==> src/rtl/rdbuf_pkg.sv <==
package rdbuf_pkg;
  parameter int WORD_W     = 32;
  parameter int LINE_WORDS = 8;
  parameter int LINES      = 2;
  localparam int DEPTH     = LINE_WORDS * LINES;
  localparam int IDX_W     = $clog2(DEPTH);

  // Strobes from control to datapath
  typedef struct packed {
    logic             setEn;
    logic [IDX_W-1:0] setIdx;
    logic             popEn;
    logic [IDX_W-1:0] popIdx;
    logic             flushEn;
  } ctrlStrobes_t;
endpackage

==> src/rtl/rdbuf_datapath.sv <==
module rdbuf_datapath
  import rdbuf_pkg::*;
(
  input  logic              clk,
  input  logic              rst_n,
  input  ctrlStrobes_t      strobes,
  input  logic [WORD_W-1:0] fillData,
  input  logic [IDX_W-1:0]  rdIdx,
  output logic [DEPTH-1:0]  validVec,
  output logic [WORD_W-1:0] rdData
);
  logic [WORD_W-1:0] mem [DEPTH];

  always_ff @(posedge clk) begin
    if (strobes.setEn) mem[strobes.setIdx] <= fillData;
  end

  assign rdData = mem[rdIdx];

  for (genvar i = 0; i < DEPTH; i++) begin : g_slot
    always_ff @(posedge clk) begin
      if (!rst_n || strobes.flushEn)
        validVec[i] <= 1'b0;
      else if (strobes.setEn && strobes.setIdx == IDX_W'(i))
        validVec[i] <= 1'b1;
      else if (strobes.popEn && strobes.popIdx == IDX_W'(i))
        validVec[i] <= 1'b0;
    end
  end

  // A fill always leaves its slot valid, even against a same-slot pop
  assert_fill_sets_R2: assert property (@(posedge clk) disable iff (!rst_n)
    (strobes.setEn && !strobes.flushEn) |=> validVec[$past(strobes.setIdx)]);

  assert_pop_clears_R5: assert property (@(posedge clk) disable iff (!rst_n)
    (strobes.popEn && !strobes.flushEn &&
     !(strobes.setEn && strobes.setIdx == strobes.popIdx))
    |=> !validVec[$past(strobes.popIdx)]);

  assert_flush_empties_R7: assert property (@(posedge clk) disable iff (!rst_n)
    strobes.flushEn |=> (validVec == '0));
endmodule

==> src/rtl/rdbuf_ctrl.sv <==
module rdbuf_ctrl
  import rdbuf_pkg::*;
(
  input  logic             clk,
  input  logic             rst_n,
  input  logic             fillEn,
  input  logic [IDX_W-1:0] fillIdx,
  input  logic             flush,
  input  logic             outReady,
  input  logic [DEPTH-1:0] validVec,
  output logic             outValid,
  output logic [IDX_W-1:0] rdIdx,
  output ctrlStrobes_t     strobes
);
  logic [IDX_W-1:0] rdPtr;
  logic             handshake;

  assign outValid  = validVec[rdPtr];
  assign handshake = outValid && outReady;
  assign rdIdx     = rdPtr;

  always_comb begin
    strobes.setEn   = fillEn && !flush;
    strobes.setIdx  = fillIdx;
    strobes.popEn   = handshake && !flush;
    strobes.popIdx  = rdPtr;
    strobes.flushEn = flush;
  end

  always_ff @(posedge clk) begin
    if (!rst_n || flush)
      rdPtr <= '0;
    else if (handshake)
      rdPtr <= (rdPtr == IDX_W'(DEPTH - 1)) ? '0 : rdPtr + 1'b1;
  end

  assert_hold_without_handshake_R4: assert property (@(posedge clk) disable iff (!rst_n)
    (!handshake && !flush) |=> (rdPtr == $past(rdPtr)));

  assert_step_in_order_R3: assert property (@(posedge clk) disable iff (!rst_n)
    (handshake && !flush && rdPtr != IDX_W'(DEPTH - 1))
    |=> (rdPtr == $past(rdPtr) + 1'b1));

  assert_wrap_to_start_R6: assert property (@(posedge clk) disable iff (!rst_n)
    (handshake && !flush && rdPtr == IDX_W'(DEPTH - 1)) |=> (rdPtr == '0));

  assert_flush_rewinds_R7: assert property (@(posedge clk) disable iff (!rst_n)
    flush |=> (rdPtr == '0));
endmodule

==> src/rtl/rdbuf_top.sv <==
module rdbuf_top
  import rdbuf_pkg::*;
(
  input  logic              clk,
  input  logic              rst_n,
  input  logic              fillEn,
  input  logic [IDX_W-1:0]  fillIdx,
  input  logic [WORD_W-1:0] fillData,
  input  logic              flush,
  output logic              outValid,
  input  logic              outReady,
  output logic [WORD_W-1:0] outData
);
  ctrlStrobes_t     strobes;
  logic [DEPTH-1:0] validVec;
  logic [IDX_W-1:0] rdIdx;

  rdbuf_ctrl u_ctrl (
    .clk(clk), .rst_n(rst_n), .fillEn(fillEn), .fillIdx(fillIdx),
    .flush(flush), .outReady(outReady), .validVec(validVec),
    .outValid(outValid), .rdIdx(rdIdx), .strobes(strobes)
  );

  rdbuf_datapath u_data (
    .clk(clk), .rst_n(rst_n), .strobes(strobes), .fillData(fillData),
    .rdIdx(rdIdx), .validVec(validVec), .rdData(outData)
  );
endmodule

==> config.mk <==
export PLATFORM = sky130hd
export DESIGN_NAME = rdbuf_top
export DESIGN_NICKNAME = d
export VERILOG_FILES = /design/src/rtl/rdbuf_pkg.sv /design/src/rtl/rdbuf_datapath.sv /design/src/rtl/rdbuf_ctrl.sv /design/src/rtl/rdbuf_top.sv
export SDC_FILE = /design/constraint.sdc
export NUM_CORES = 1
export LEC_CHECK = 0
export BUFFER_PORTS_ARGS = -buffer_cell sky130_fd_sc_hd__buf_2
export CAP_MARGIN = 25
export CORE_ASPECT_RATIO = 0.75
export CORE_MARGIN = 2
export CORE_UTILIZATION = 35
export CTS_CLUSTER_DIAMETER = 100
export DETAILED_ROUTE_END_ITERATION = 8
export GPL_TIMING_DRIVEN = 0
export PLACE_DENSITY = 0.54
export REMOVE_ABC_BUFFERS = 1
export SETUP_SLACK_MARGIN = 0.15
export SLEW_MARGIN = 5
export SYNTH_ARGS = -nofsm -noshare
export SYNTH_HDL_FRONTEND = slang
export SYNTH_HIERARCHICAL = 1
export SYNTH_SLANG_ARGS = --single-unit
==> constraint.sdc <==
create_clock -name clk -period 3.4 [get_ports clk]
set_input_delay 0.68 -clock clk [delete_from_list [all_inputs] [get_ports clk]]
set_output_delay 0.68 -clock clk [all_outputs]
set_load 0.01 [all_outputs]
After elaboration in Yosys (flattened, before gate mapping)
Memories as Yosys holds them, arrays and structs flattened. A register that Yosys moved wholly into a read port is not among the register bits.
Index checks and enable logic that the tools add are counted.
- add/sub/neg operators: 1
- multipliers: 0
- divide/modulo/power cells: 0
- magnitude comparators: 1
- equal/unequal tests: 30
- shift operators: 0
- mux-type cells: 39
- bitwise operators: 0
- reduce and logical (&&, ||, !) cells: 56
- operator list (cell ; number):
    equality test 4 bit, second input constant ; 16
    logical AND 1 bit ; 35
    2-to-1 mux 1 bit ; 35
    equality test 4 x 3 -> 1 bit, second input constant ; 8
    nonzero test 2 bit ; 16
    equality test 4 x 2 -> 1 bit, second input constant ; 4
    2-to-1 mux 4 bit ; 3
    equality test 4 x 1 -> 1 bit, second input constant ; 2
    logical NOT 4 bit ; 2
    < comparator 4 x 5 -> 1 bit, second input constant ; 1
    adder 4 x 1 -> 4 bit, second input constant ; 1
    binary-select mux 1 bit (select 4 bit) ; 1
    logical NOT 1 bit ; 2
    logical OR 1 bit ; 1
- register bits: 20
- latch bits: 0
- memory bits (writable): 512
- ROM bits: 0
- input port bits: 41
- output and inout port bits: 33
- word-level logic and storage cells: 145
- memories: 1
- memories (name ; depth ; width ; read ports ; clocked after memory_dff ; write ports ; RTL line ; source):
    u_data.mem ; 16 ; 32 ; 1 ; 1 ; 1 ; rdbuf_datapath.sv:12 ; logic [WORD_W-1:0] mem [DEPTH];

Longest topological paths before layout
Gate-level depths: netlist of run 1.
- word-level depth: 7
- gate-level depth with buffers: 9
- depth with buffers taken out: 8

Modules after synthesis
Netlist of run 1, hierarchy kept.
- by module, submodules not included (module ; instances ; cells an instance ; area each (um^2)):
    rdbuf_datapath ; 1 ; 882 ; 19816.5
    rdbuf_ctrl ; 1 ; 54 ; 462.9

Least setup slack after synthesis of run 1
No wires, ideal clock.
- path type: reg2reg
- start: register u_ctrl.rdPtr[1], in the netlist u_ctrl/rdIdx[1]
- end: register u_data.validVec[2]
- setup time: 0.132 ns
- arrival: 2.462 ns
- data required time: 3.268 ns
- slack: 0.806 ns
- stages on the path, launching flop included: 10
- buffers on the path: 1
- clock period less this slack: 2.594 ns
- cell sequence: dfxtp_1 > buf_6 > mux2i_1 > mux4_2 > nor3b_2 > nor2_1 > nor2_1 > or4b_2 > o21ai_0 > a21oi_1
- RTL lines (what ; RTL line ; source):
    start, declared ; rdbuf_ctrl.sv:15 ; logic [IDX_W-1:0] rdPtr;
    start signal, assigned ; rdbuf_ctrl.sv:34 ; rdPtr <= (rdPtr == IDX_W'(DEPTH - 1)) ? '0 : rdPtr + 1'b1;
    end signal, assigned by index ; rdbuf_datapath.sv:23 ; validVec[i] <= 1'b0;
    end signal, assigned by index ; rdbuf_datapath.sv:25 ; validVec[i] <= 1'b1;
    end signal, assigned by index ; rdbuf_datapath.sv:27 ; validVec[i] <= 1'b0;
    end, declared ; rdbuf_datapath.sv:9 ; output logic [DEPTH-1:0] validVec,

==> results.md, run 1 <==
- Final number of setup-violating endpoints: 0
- R2r startpoint: u_ctrl/rdIdx[0]
- Core area: around 57,000 µm²
- Final worst setup slack: between 0.2 and 0.25 ns
- FP Rows: 76
- CP Max Fanout: 19
- Worst reg-to-reg path cell count: 10
- Crit-path leading delay family: flip-flops
- Drt drc: 0
- Clk_lat worst skew: 0.57 ns
- CP peak stage delay: 0.76 ns
- Buffers & Inverters on Critical Path: 2
- Crit-path cells: and2_4 > buf_12 > a22oi_1 > nand2_1 > buf_2
- Post-Place Cell Area: between 20,000 and 25,000 µm²
- Global-route wire length before repair: 69,200 µm
- Yosys cell types: 34
- Worst-Margin Slew: 0.766 ns
- Final ANT Viol Nets: 0
- Cell count after synthesis: around 940
- Final Cell Area: between 20,000 and 25,000 µm²
- Warnings, synthesis: 6
- Hold Crit Class: input pin to flip-flop
- Critical Path End: outData[2]
- Startpoint types: flip-flop
- Chip width: between 200 and 300 µm
- Initial core utilization: between 30 and 40%
- Leading cell types in the layout, fill and taps excluded: 512 x edfxtp_1, 129 x mux4_2, 73 x buf_2
- Worst path slowest cell: dfxtp_1
- Layout Skew: approximately 0.0042 ns
- Mapped Area: 20,300 µm²
- Wire length per cell: around 26 µm
- Worst R2R Setup Slack: 0.36 ns
- H-tree depth: 2
- Chip Height: around 210 µm
- Final #Nets: ~1,100
- Critical Path Start: u_ctrl/rdIdx[3]
- Final WL: between 40,000 and 50,000 µm
- DP HPWL: ~26,000 µm
- Final max-slew violation count: 0
- Crit path time final: roughly 3.2 ns
- Root buf cell: clkbuf_16
- WP data arrival: 2.47 ns
- Worst Setup End Kind: output pin
- Vias in the first global route: slightly above 10,000
- Largest net degree at the start of global routing: 29
- Area Overhead vs Synth: 18.6%
- Number of port buffers: 73
- CTS Buffer Depth: 3
- Final worst path period share: a little over 90%
- Setup WS pre-CTS: -0.112 ns
- Clock Sinks: ~530
- Fillers: ~5,000
- Leakage: approximately 7.5 nW
- Maximum vdd drop: approximately 0.37 mV
- DR vias/cell: approximately 5.3
- Number of synthesized flops with an enable pin: slightly above 500
- Max_cap viols: 0
- Synth Area per Inst: between 20 and 25 µm²
- Total stage count of the critical path: 5
- Max frequency: 317 MHz
- Initial antenna violation count: 2
- Worst R2R End: u_data/validVec[2]
- Commonest non-fill, non-tap cell in the layout: edfxtp_1
- CTS buffer count: 50
- GRT Total Usage: approximately 16%
- Number of synthesized register bits: 532
- CTS tree: yes
- Vias: between 9,000 and 10,000
- Dominant synthesized flop cell: edfxtp_1
- Top Ports: 74
- Slew HR: between 40 and 50%
- Share of post-route cells with drive strength above 1: roughly 33%
- Final hold violations: 0
- Drt first pass iters: 5
- Worst Path Required: roughly 2.7 ns
- RSZ-0062 raised after global routing: yes
- Register area: 15,800 µm²
- Sequential share of the synthesized area: approximately 78%
- Setup Crit Path Kind: flip-flop to output pin
- GRT Residual Overflow: 0
- Die area: 59,900 µm²
- Status: finished, final reports clean
- Post-synth ARST share: 0%
- Multi-input gate area: around 4200 µm²
- Clk pin slew, worst setup/hold paths: approximately 0.060 ns
- Drt first-iter violations: 935
- Pwr dens: around 540 nW/µm²
- Gp weighted congestion: 0.764
[cell usage after synthesis (2+ instances only)]
cell / instances / share of area [%]
a21oi_1: 18 / 0.44
a22oi_1: 64 / 2.4
and3b_1: 2 / 0.086
buf_1: 9 / 0.17
buf_2: 9 / 0.22
buf_4: 18 / 0.67
clkbuf_1: 19 / 0.35
dfxtp_1: 20 / 2.0
edfxtp_1: 512 / 76
inv_1: 18 / 0.33
mux2i_1: 10 / 0.49
mux4_2: 129 / 14
nand2_1: 49 / 0.91
nand2b_1: 5 / 0.15
nand3_1: 5 / 0.12
nand3b_1: 2 / 0.074
nor2_1: 6 / 0.11
nor2b_1: 6 / 0.19
o21ai_0: 17 / 0.42
o31ai_1: 3 / 0.11
o32ai_1: 2 / 0.086
[report_power, final]
group | switching (W) | internal (W)
combinational | 0.000148 | 0.0000586
clock | 0.00242 | 0.00316
sequential | 0.0000150 | 0.00725
[stage by stage]
step / utilization (%) / power (W) / hold WS [ns] / setup TNS, ns / std cells
after floorplan: - / 0.00747 / 0.448 / -204.43 / 880
after global routing: 41.9 / 0.0135 / 0.464 / 0 / 1877
after detailed placement: 38.2 / 0.00762 / 0.470 / -0.204 / 1758
after CTS: 41.7 / 0.0132 / 0.437 / 0 / 1872
after global placement: 37.2 / 0.00760 / 0.461 / -417.54 / 1733
final: 41.9 / 0.0131 / 0.460 / 0 / 1878
[worst reg2reg max path, cell delays in order (launching register included)]
cell and delay [ns]:
dfxtp_4 0.36, buf_12 0.15, bufbuf_16 0.30, mux2i_1 0.14, o32ai_1 0.39, o211a_1 0.25, nor2_1 0.10, nor2_1 0.31
or4b_2 0.64, o21ai_0 0.17, a21oi_1 0.09
[sequential cells by signal (all words and copies together), names as in the netlist]
name	flops
u_data/mem	512
u_data/validVec	16
u_ctrl/rdIdx	4
[worst min-delay path by stage]
stage / cells past startpoint / slack [ns] / from / to
2_1_floorplan: 2 / 0.45 / u_data/validVec[1] / u_data/validVec[1]
3_3_place_gp: 2 / 0.46 / u_data/validVec[0] / u_data/validVec[0]
3_5_place_dp: 2 / 0.47 / u_data/validVec[1] / u_data/validVec[1]
6_report: 4 / 0.46 / flush / u_ctrl/rdIdx[1]
4_1_cts: 4 / 0.44 / flush / u_ctrl/rdIdx[1]
5_1_grt: 4 / 0.46 / flush / u_ctrl/rdIdx[1]
[area by class of cell]
cell class,count,area share [%]
flip-flops and latches,532,65.6
multi-input cells,330,17.4
clock buffers,54,5.27
inverters,18,0.281
diodes,1,0.0104
clock inverters,39,1.51
repair buffers,124,5.85
well taps,780,4.06
[per-layer routing]
| metal | wire length [µm] | track usage, % |
|---|---|---|
| met4 | 844 | 3.82 |
| met2 | 21600 | 23.9 |
| met5 | 29 | 0 |
| met1 | 23300 | 24.8 |
| met3 | 2560 | 3.09 |
[repair_timing]
action	4_1_cts	5_1_grt
gates cloned	7	2
setup buffers	14	3
hold buffers	0	0
gates resized for setup	6	8
endpoints found under the setup margin	38	30
[kinds of logic after synthesis]
| family | share of synthesized area (%) |
|---|---|
| AOI/OAI and AO/OA | 3.55 |
| adders and majority gates | 0.0617 |
| buffers and inverters | 1.80 |
| DFF | 77.8 |
| muxes | 14.9 |
| and+or+nand+nor | 1.93 |
(Power assumes the default switching activity.)
==> inputs of run 2 (changes only) <==
--- a/config.mk
+++ b/config.mk
@@ -5,8 +5,9 @@
 export SDC_FILE = /design/constraint.sdc
 export NUM_CORES = 1
 export LEC_CHECK = 0
+export ABC_AREA = 1
 export BUFFER_PORTS_ARGS = -buffer_cell sky130_fd_sc_hd__buf_2
-export CAP_MARGIN = 25
+export CAP_MARGIN = 40
 export CORE_ASPECT_RATIO = 0.75
 export CORE_MARGIN = 2
 export CORE_UTILIZATION = 35
==> run 2 against run 1 <==
  * Area after synthesis up 15%
  * Synthesized cell count rose by 140%
  * Sequential share of layout area decreased by 6.0 points
  * Sequential power hardly changed
  * Clock power down 3%
  * Clock skew up 0.0016 ns
  * First-iteration DRC count rose by 59%
  * Critical path type unchanged
  * Largest power group unchanged
==> results.md, run 2 <==
- Final ANT Viol Nets: 0
- Global-route wire length before repair: between 80,000 and 90,000 µm
- CTS tree: yes
- Comb pwr share: under 10%
- Yosys top cell area share: between 60% and 70%
- Startpoint types: flip-flop
- Vias in the first global route: approximately 15,000
- GRT Residual Overflow: 0
- Fillers: 6,231
- Most flops, register: u_data/mem
- CTS buffer count: 52
- Drt first-iter violations: approximately 1,500
- Clk pin slew, worst setup/hold paths: about 0.06 ns
- Leakage: between 10 and 15 nW
- Layout Skew: just under 0.006 ns
- Chip width: between 300 and 400 µm
- Vias: roughly 15,000
- Yosys cell types: 24
- Crit path time final: roughly 3.2 ns
- PnR Total Power: between 0.01 and 0.015 W
- Number of synthesized flops with an enable pin: just over 500
- Final hold violations: 0
- Final worst path period share: a little over 90%
- Main area contributors after synthesis: edfxtp_1 66%, nand2_1 12%, nand3_1 8.5%
- Most frequent cell after synthesis: nand2_1
- GRT Total Usage: 17.4%
- Slew HR: between 50 and 60%
- Share of post-route cells with drive strength above 1: a little under a tenth
- DP HPWL: ~31,000 µm
- Clock Sinks: 532
- Max_cap viols: 0
- Sw Ratio: 20.2%
- Initial antenna violation count: 4
- Drt drc: 0
- DR vias/cell: ~4.7
- Wire length per cell: ~19 µm
- Clk pwr share: 41.9%
- Hold Crit Class: input pin to flip-flop
- Worst path slowest cell: dfxtp_4
- Hold_buf cts: 0
- Crit-path cells: buf_16 > inv_8 > buf_16 > nand3_1 > nand3_1 > nand2_1 > buf_2
- Cell count after synthesis: between 2,000 and 2,500
- WP data arrival: about 2.5 ns
- Fin util: 40.5%
- Mapped Area: about 23,000 µm²
- Final WL: about 61,000 µm
- Setup Crit Path Kind: flip-flop to output pin
- Post-synth ARST share: 0%
- Number of synthesized register bits: 532
- Final max-slew violation count: 0
- Sequential power share: roughly 56%
- Initial core utilization: around 36%
- Die area: about 70,000 µm²
- H-tree depth: 2
- Dominant synthesized flop cell: edfxtp_1
- Synth area leader: edfxtp_1
- Internal power: between 0.01 and 0.015 W
- Gp weighted congestion: 0.770
- Pwr dens: about 490 nW/µm²
- Maximum vdd drop: 0.337 mV
- Sequential share of the synthesized area: just under 70%
- Worst Path Required: approximately 2.7 ns
- Largest net degree at the start of global routing: 70
- Top Ports: 74
- Number of port buffers: 73
- Core area: 65,500 µm²
- CP peak stage delay: around 0.6 ns
- Max frequency: roughly 320 MHz
- Warnings, synthesis: 6
- Final number of setup-violating endpoints: 0
- Root buf cell: clkbuf_16
- Area Overhead vs Synth: 13.9%
- CTS Buffer Depth: 3
- Leading cell types in the layout, fill and taps excluded: 734 x nand2_1, 512 x edfxtp_1, 412 x inv_1
- Clk_lat worst skew: 0.58 ns
- RSZ-0062 raised after global routing: no
- Final #Nets: between 2,000 and 2,500
- Status: finished, final reports clean
- N_diodes: 0
- Commonest non-fill, non-tap cell in the layout: nand2_1
- Commonest cells in the netlist: 734 x nand2_1, 512 x edfxtp_1, 430 x inv_1, 395 x nand3_1, 43 x buf_2
- Worst Setup End Kind: output pin
- NetSw: 0.00261 W
- Worst-Margin Slew: 0.732 ns
- FP Rows: around 80
- Synth Area per Inst: roughly 10 µm²
- Chip Height: approximately 230 µm
- CP Max Fanout: 36
- Drt first pass iters: 5
- Number of flip-flops in the largest register: approximately 510
[run 2: cell count changes after synthesis, sizes merged, moves of 11 or more]
| cell | change |
|---|---|
| clkbuf | -11 |
| a22oi | -64 |
| nand3 | +391 |
| inv | +414 |
| mux4 | -129 |
| buf | +72 |
| nand2 | +689 |
| nor2 | +14 |
[run 2: logic make-up (layout without fill, tap and decap cells)]
| logic type | Yosys count | after routing | share of synthesized area, % |
|---|---|---|---|
| and+or+nand+nor | 1160 | 1160 | 21.0 |
| AOI/OAI and AO/OA | 34 | 34 | 0.731 |
| adders and majority gates | 1 | 1 | 0.0538 |
| buffers and inverters | 549 | 645 | 10.4 |
| DFF | 532 | 532 | 67.8 |
[run 2: final timing paths]
kind                            from                  to  slack (ns)  cells after the start
setup / recovery     u_ctrl/rdIdx[2]         outData[11]        0.25                      7
hold reg to reg   u_data/validVec[1]  u_data/validVec[1]        0.47                      2
setup reg to reg     u_ctrl/rdIdx[0]  u_data/validVec[2]        0.77                     15
hold / removal              outReady     u_ctrl/rdIdx[3]        0.44                      3
[run 2: per-layer routing]
metal | global-route usage, % | wire [µm]
met3 | 3.08 | 3830
met5 | 0 | 37
met2 | 27.7 | 27100
met4 | 4.85 | 1380
met1 | 24.6 | 28200
[run 2: timing repair]
item | 4_1_cts | 5_1_grt
pin swaps | 0 | 0
buffers inserted | 7 | 4
resized for setup | 3 | 4
gates cloned | 5 | 3
setup endpoints to repair | 33 | 20
[run 2: through the flow]
stage	TNS (ns)	worst slack [ns]	instances	instance area, µm²	hold slack [ns]
4_1_cts	0	0.0888	3236	26400	0.392
3_3_place_gp	-718.52	-12.47	3103	23900	0.452
3_5_place_dp	0	0.0878	3131	24600	0.460
2_1_floorplan	-224.46	-4.85	2159	22500	0.439
5_1_grt	0	0.170	3243	26500	0.430
6_report	0	0.247	3243	26500	0.436
[run 2: worst max-delay path: cells and delay by family, from the launching register on]
kind,cells,cell delay (ns)
AND/OR/NAND/NOR,3,0.44
flip-flops,1,0.59
buffers and inverters,4,0.83
[run 2: area by class of cell]
type | instances | area, µm² | area share (%)
tap | 871 | 1090 | 4.11
clock inverter | 27 | 178 | 0.671
multi-input combinational | 1195 | 5060 | 19.1
inverter | 432 | 1670 | 6.30
sequential | 532 | 15800 | 59.6
timing repair buffer | 118 | 1310 | 4.93
timing repair inverter | 2 | 20.0 | 0.0756
clock buffer | 66 | 1380 | 5.19
[run 2: power by group through the flow]
stage / Clock [W] / Combinational, W / Sequential, W
after global routing: 0.00579 / 0.000271 / 0.00727
final: 0.00541 / 0.000240 / 0.00727
after floorplan: 0 / 0.0000839 / 0.00741
after detailed placement: 0 / 0.000241 / 0.00741
after CTS: 0.00552 / 0.000243 / 0.00727
after global placement: 0 / 0.000221 / 0.00741
==> inputs of run 3 (changes only) <==
--- a/config.mk
+++ b/config.mk
@@ -14,6 +14,7 @@
 export CTS_CLUSTER_DIAMETER = 100
 export DETAILED_ROUTE_END_ITERATION = 8
 export GPL_TIMING_DRIVEN = 0
+export MAX_ROUTING_LAYER = met4
 export PLACE_DENSITY = 0.54
 export REMOVE_ABC_BUFFERS = 1
 export SETUP_SLACK_MARGIN = 0.15
==> run 3 against run 2 <==
  * Fmax is 0.16% higher
  * Critical path depth did not move
  * Critical endpoint unchanged
  * Hold slack better by 0.0020 ns
  * Clock skew about the same
  * Flip-flop and latch count is the same
  * Cell count rose by 0.15%
  * Largest cell class unchanged
  * Clock power hardly changed
  * Critical path type unchanged
  * Register-to-register slack barely moved
  * Sequential power about the same
  * Sequential share of layout area barely moved
  * First-iteration DRC count decreased by 1.3%
  * Highest routed layer is now met4
  * Die area unchanged
==> results.md, run 3 (same netlist as run 2, synthesis figures left out) <==
- Worst path slowest cell: dfxtp_4
- Startpoint types: flip-flop
- Worst Setup End Kind: output pin
- GRT Total Usage: about 18%
- WP data arrival: 2.47 ns
- Clock Sinks: approximately 530
- Hold_buf cts: 0
- DR vias/cell: ~4.7
- Worst reg-to-reg path cell count: 15
- Crit-path leading delay family: buffers and inverters
- Critical Path Start: u_ctrl/rdIdx[2]
- FP Rows: 81
- Leading cell types in the layout, fill and taps excluded: 734 x nand2_1, 512 x edfxtp_1, 412 x inv_1
- Drt first-iter violations: about 1,500
- Final number of setup-violating endpoints: 0
- Final ANT Viol Nets: 0
- Area Overhead vs Synth: 13.9%
- Leakage: ~11 nW
- Final #Nets: around 2,400
- Commonest non-fill, non-tap cell in the layout: nand2_1
- CP peak stage delay: around 0.58 ns
- Largest net degree at the start of global routing: 70
- Setup WS pre-CTS: 0.0878 ns
- Worst-Margin Slew: 0.722 ns
- Max frequency: approximately 320 MHz
- Final worst setup slack: 0.253 ns
- Clk_lat worst skew: 0.58 ns
- Vias: approximately 15,000
- Crit path time final: between 3 and 4 ns
- Gp weighted congestion: 0.781
- Initial core utilization: between 30% and 40%
- DP HPWL: 31,100 µm
- Clk pin slew, worst setup/hold paths: 0.06 ns
- Chip Height: 227 µm
- Hold path depth: 3
- Final WL: approximately 61,000 µm
- Multi-input gate area: ~5100 µm²
- Setup Crit Path Kind: flip-flop to output pin
- Worst R2R Setup Slack: slightly below 0.8 ns
- CTS tree: yes
- Maximum vdd drop: roughly 0.34 mV
- Hold path endpoint: u_ctrl/rdIdx[3]
- Number of port buffers: between 70 and 80
- Drt drc: 0
- Core area: 65,500 µm²
- Buffers & Inverters on Critical Path: 4
- Global-route wire length before repair: between 80,000 and 90,000 µm
- Root buf cell: clkbuf_16
- Share of post-route cells with drive strength above 1: a little under a tenth
- Initial antenna violation count: 4
- Drt first pass iters: 6
- Hold Crit Class: input pin to flip-flop
- RSZ-0062 raised after global routing: no
- Status: finished, final reports clean
- Pwr dens: approximately 490 nW/µm²
- Most flops, register: u_data/mem
- Vias in the first global route: 14,600
- Worst R2R End: u_data/validVec[2]
- Max_cap viols: 0
- GRT Residual Overflow: 0
- Wire length per cell: about 19 µm
- Worst Hold Margin: around 0.44 ns
- Worst Path Required: roughly 2.7 ns
- Hold Path Origin: outReady
- Top Ports: 74
- Layout Skew: around 0.0055 ns
- Fillers: around 6,200
- Die area: slightly below 70,000 µm²
- CTS Buffer Depth: 3
- H-tree depth: 2
- Register area: 15,800 µm²
- Final worst path period share: 92.6%
- R2r startpoint: u_ctrl/rdIdx[0]
- CP Max Fanout: 36
- Crit-path cells: buf_16 > inv_8 > buf_16 > nand3_1 > nand3_1 > nand2_1 > buf_2
- Chip width: 302 µm
- Number of flip-flops in the largest register: around 510
- Final hold violations: 0
- Dpl cells: between 3,000 and 4,000
- Final Non-Filler Cells: between 3,000 and 4,000
- Final Cell Area: around 27,000 µm²
- Final max-slew violation count: 0
- Slew HR: about half
- CTS buffer count: 52
- Post-Place Cell Area: 24,600 µm²
[run 3: changes by cell type in the layout (fill, tap and decap cells not counted)]
cell	before	now
diode_2	0	5
[run 3: cell type report]
| cell class | count | area share, % |
|---|---|---|
| sequential | 532 | 59.6 |
| multi-input combinational | 1195 | 19.1 |
| inverter | 432 | 6.29 |
| clock buffer | 66 | 5.19 |
| timing repair buffer | 118 | 4.93 |
| tap | 871 | 4.11 |
| clock inverter | 27 | 0.670 |
| timing repair inverter | 2 | 0.0755 |
| antenna | 5 | 0.0472 |
[run 3: layer usage]
layer	track usage [%]	vias to the layer above	share of wire [%]
met5	-	-	0
met4	4.85	0	2.2
met3	2.92	111	5.9
met2	27.7	470	45
li1	-	7435	-
met1	24.6	7336	47
[run 3: worst max-delay path by stage]
stage,end,cells past startpoint
finish,outData[11],7
global route,outValid,10
CTS,outData[11],5
detailed placement,outData[11],10
global placement,outData[11],7
floorplan,outData[26],6
[run 3: per-stage QoR]
| stage | utilization [%] | total power, W | setup TNS, ns |
|---|---|---|---|
| 6_report | 40.5 | 0.0129 | 0 |
| 4_1_cts | 40.3 | 0.0130 | 0 |
| 3_5_place_dp | 37.6 | 0.00765 | 0 |
| 2_1_floorplan | - | 0.00750 | -224.46 |
| 5_1_grt | 40.5 | 0.0133 | 0 |
| 3_3_place_gp | 36.5 | 0.00763 | -718.52 |
[run 3: where the power goes]
group	leakage [nW]	total [W]	switching (W)	internal (W)
Combinational	5.55	0.000241	0.000182	0.0000586
Sequential	4.78	0.00727	0.0000159	0.00725
Clock	0.762	0.00541	0.00241	0.00300
Total	11.1	0.0129	0.00261	0.0103
[run 3: worst reg2reg max path, stage by stage (launching register included)]
cell and delay [ns]:
dfxtp_4 0.44, buf_4 0.19, buf_16 0.26, inv_1 0.25, nand2_1 0.11, nand3_1 0.08
nand3_1 0.11, nand2_2 0.07, nand2_4 0.12, nand2_1 0.06, nor2_1 0.28, nand2_1 0.09
nor2_1 0.22, nand2_1 0.09, nand2_1 0.07, a21oi_1 0.06
[run 3: what timing repair did]
action | CTS | global route
gates cloned | 5 | 3
endpoints found under the setup margin | 33 | 20
pin swaps | 0 | 0
buffers inserted | 7 | 4
resized for setup | 3 | 4
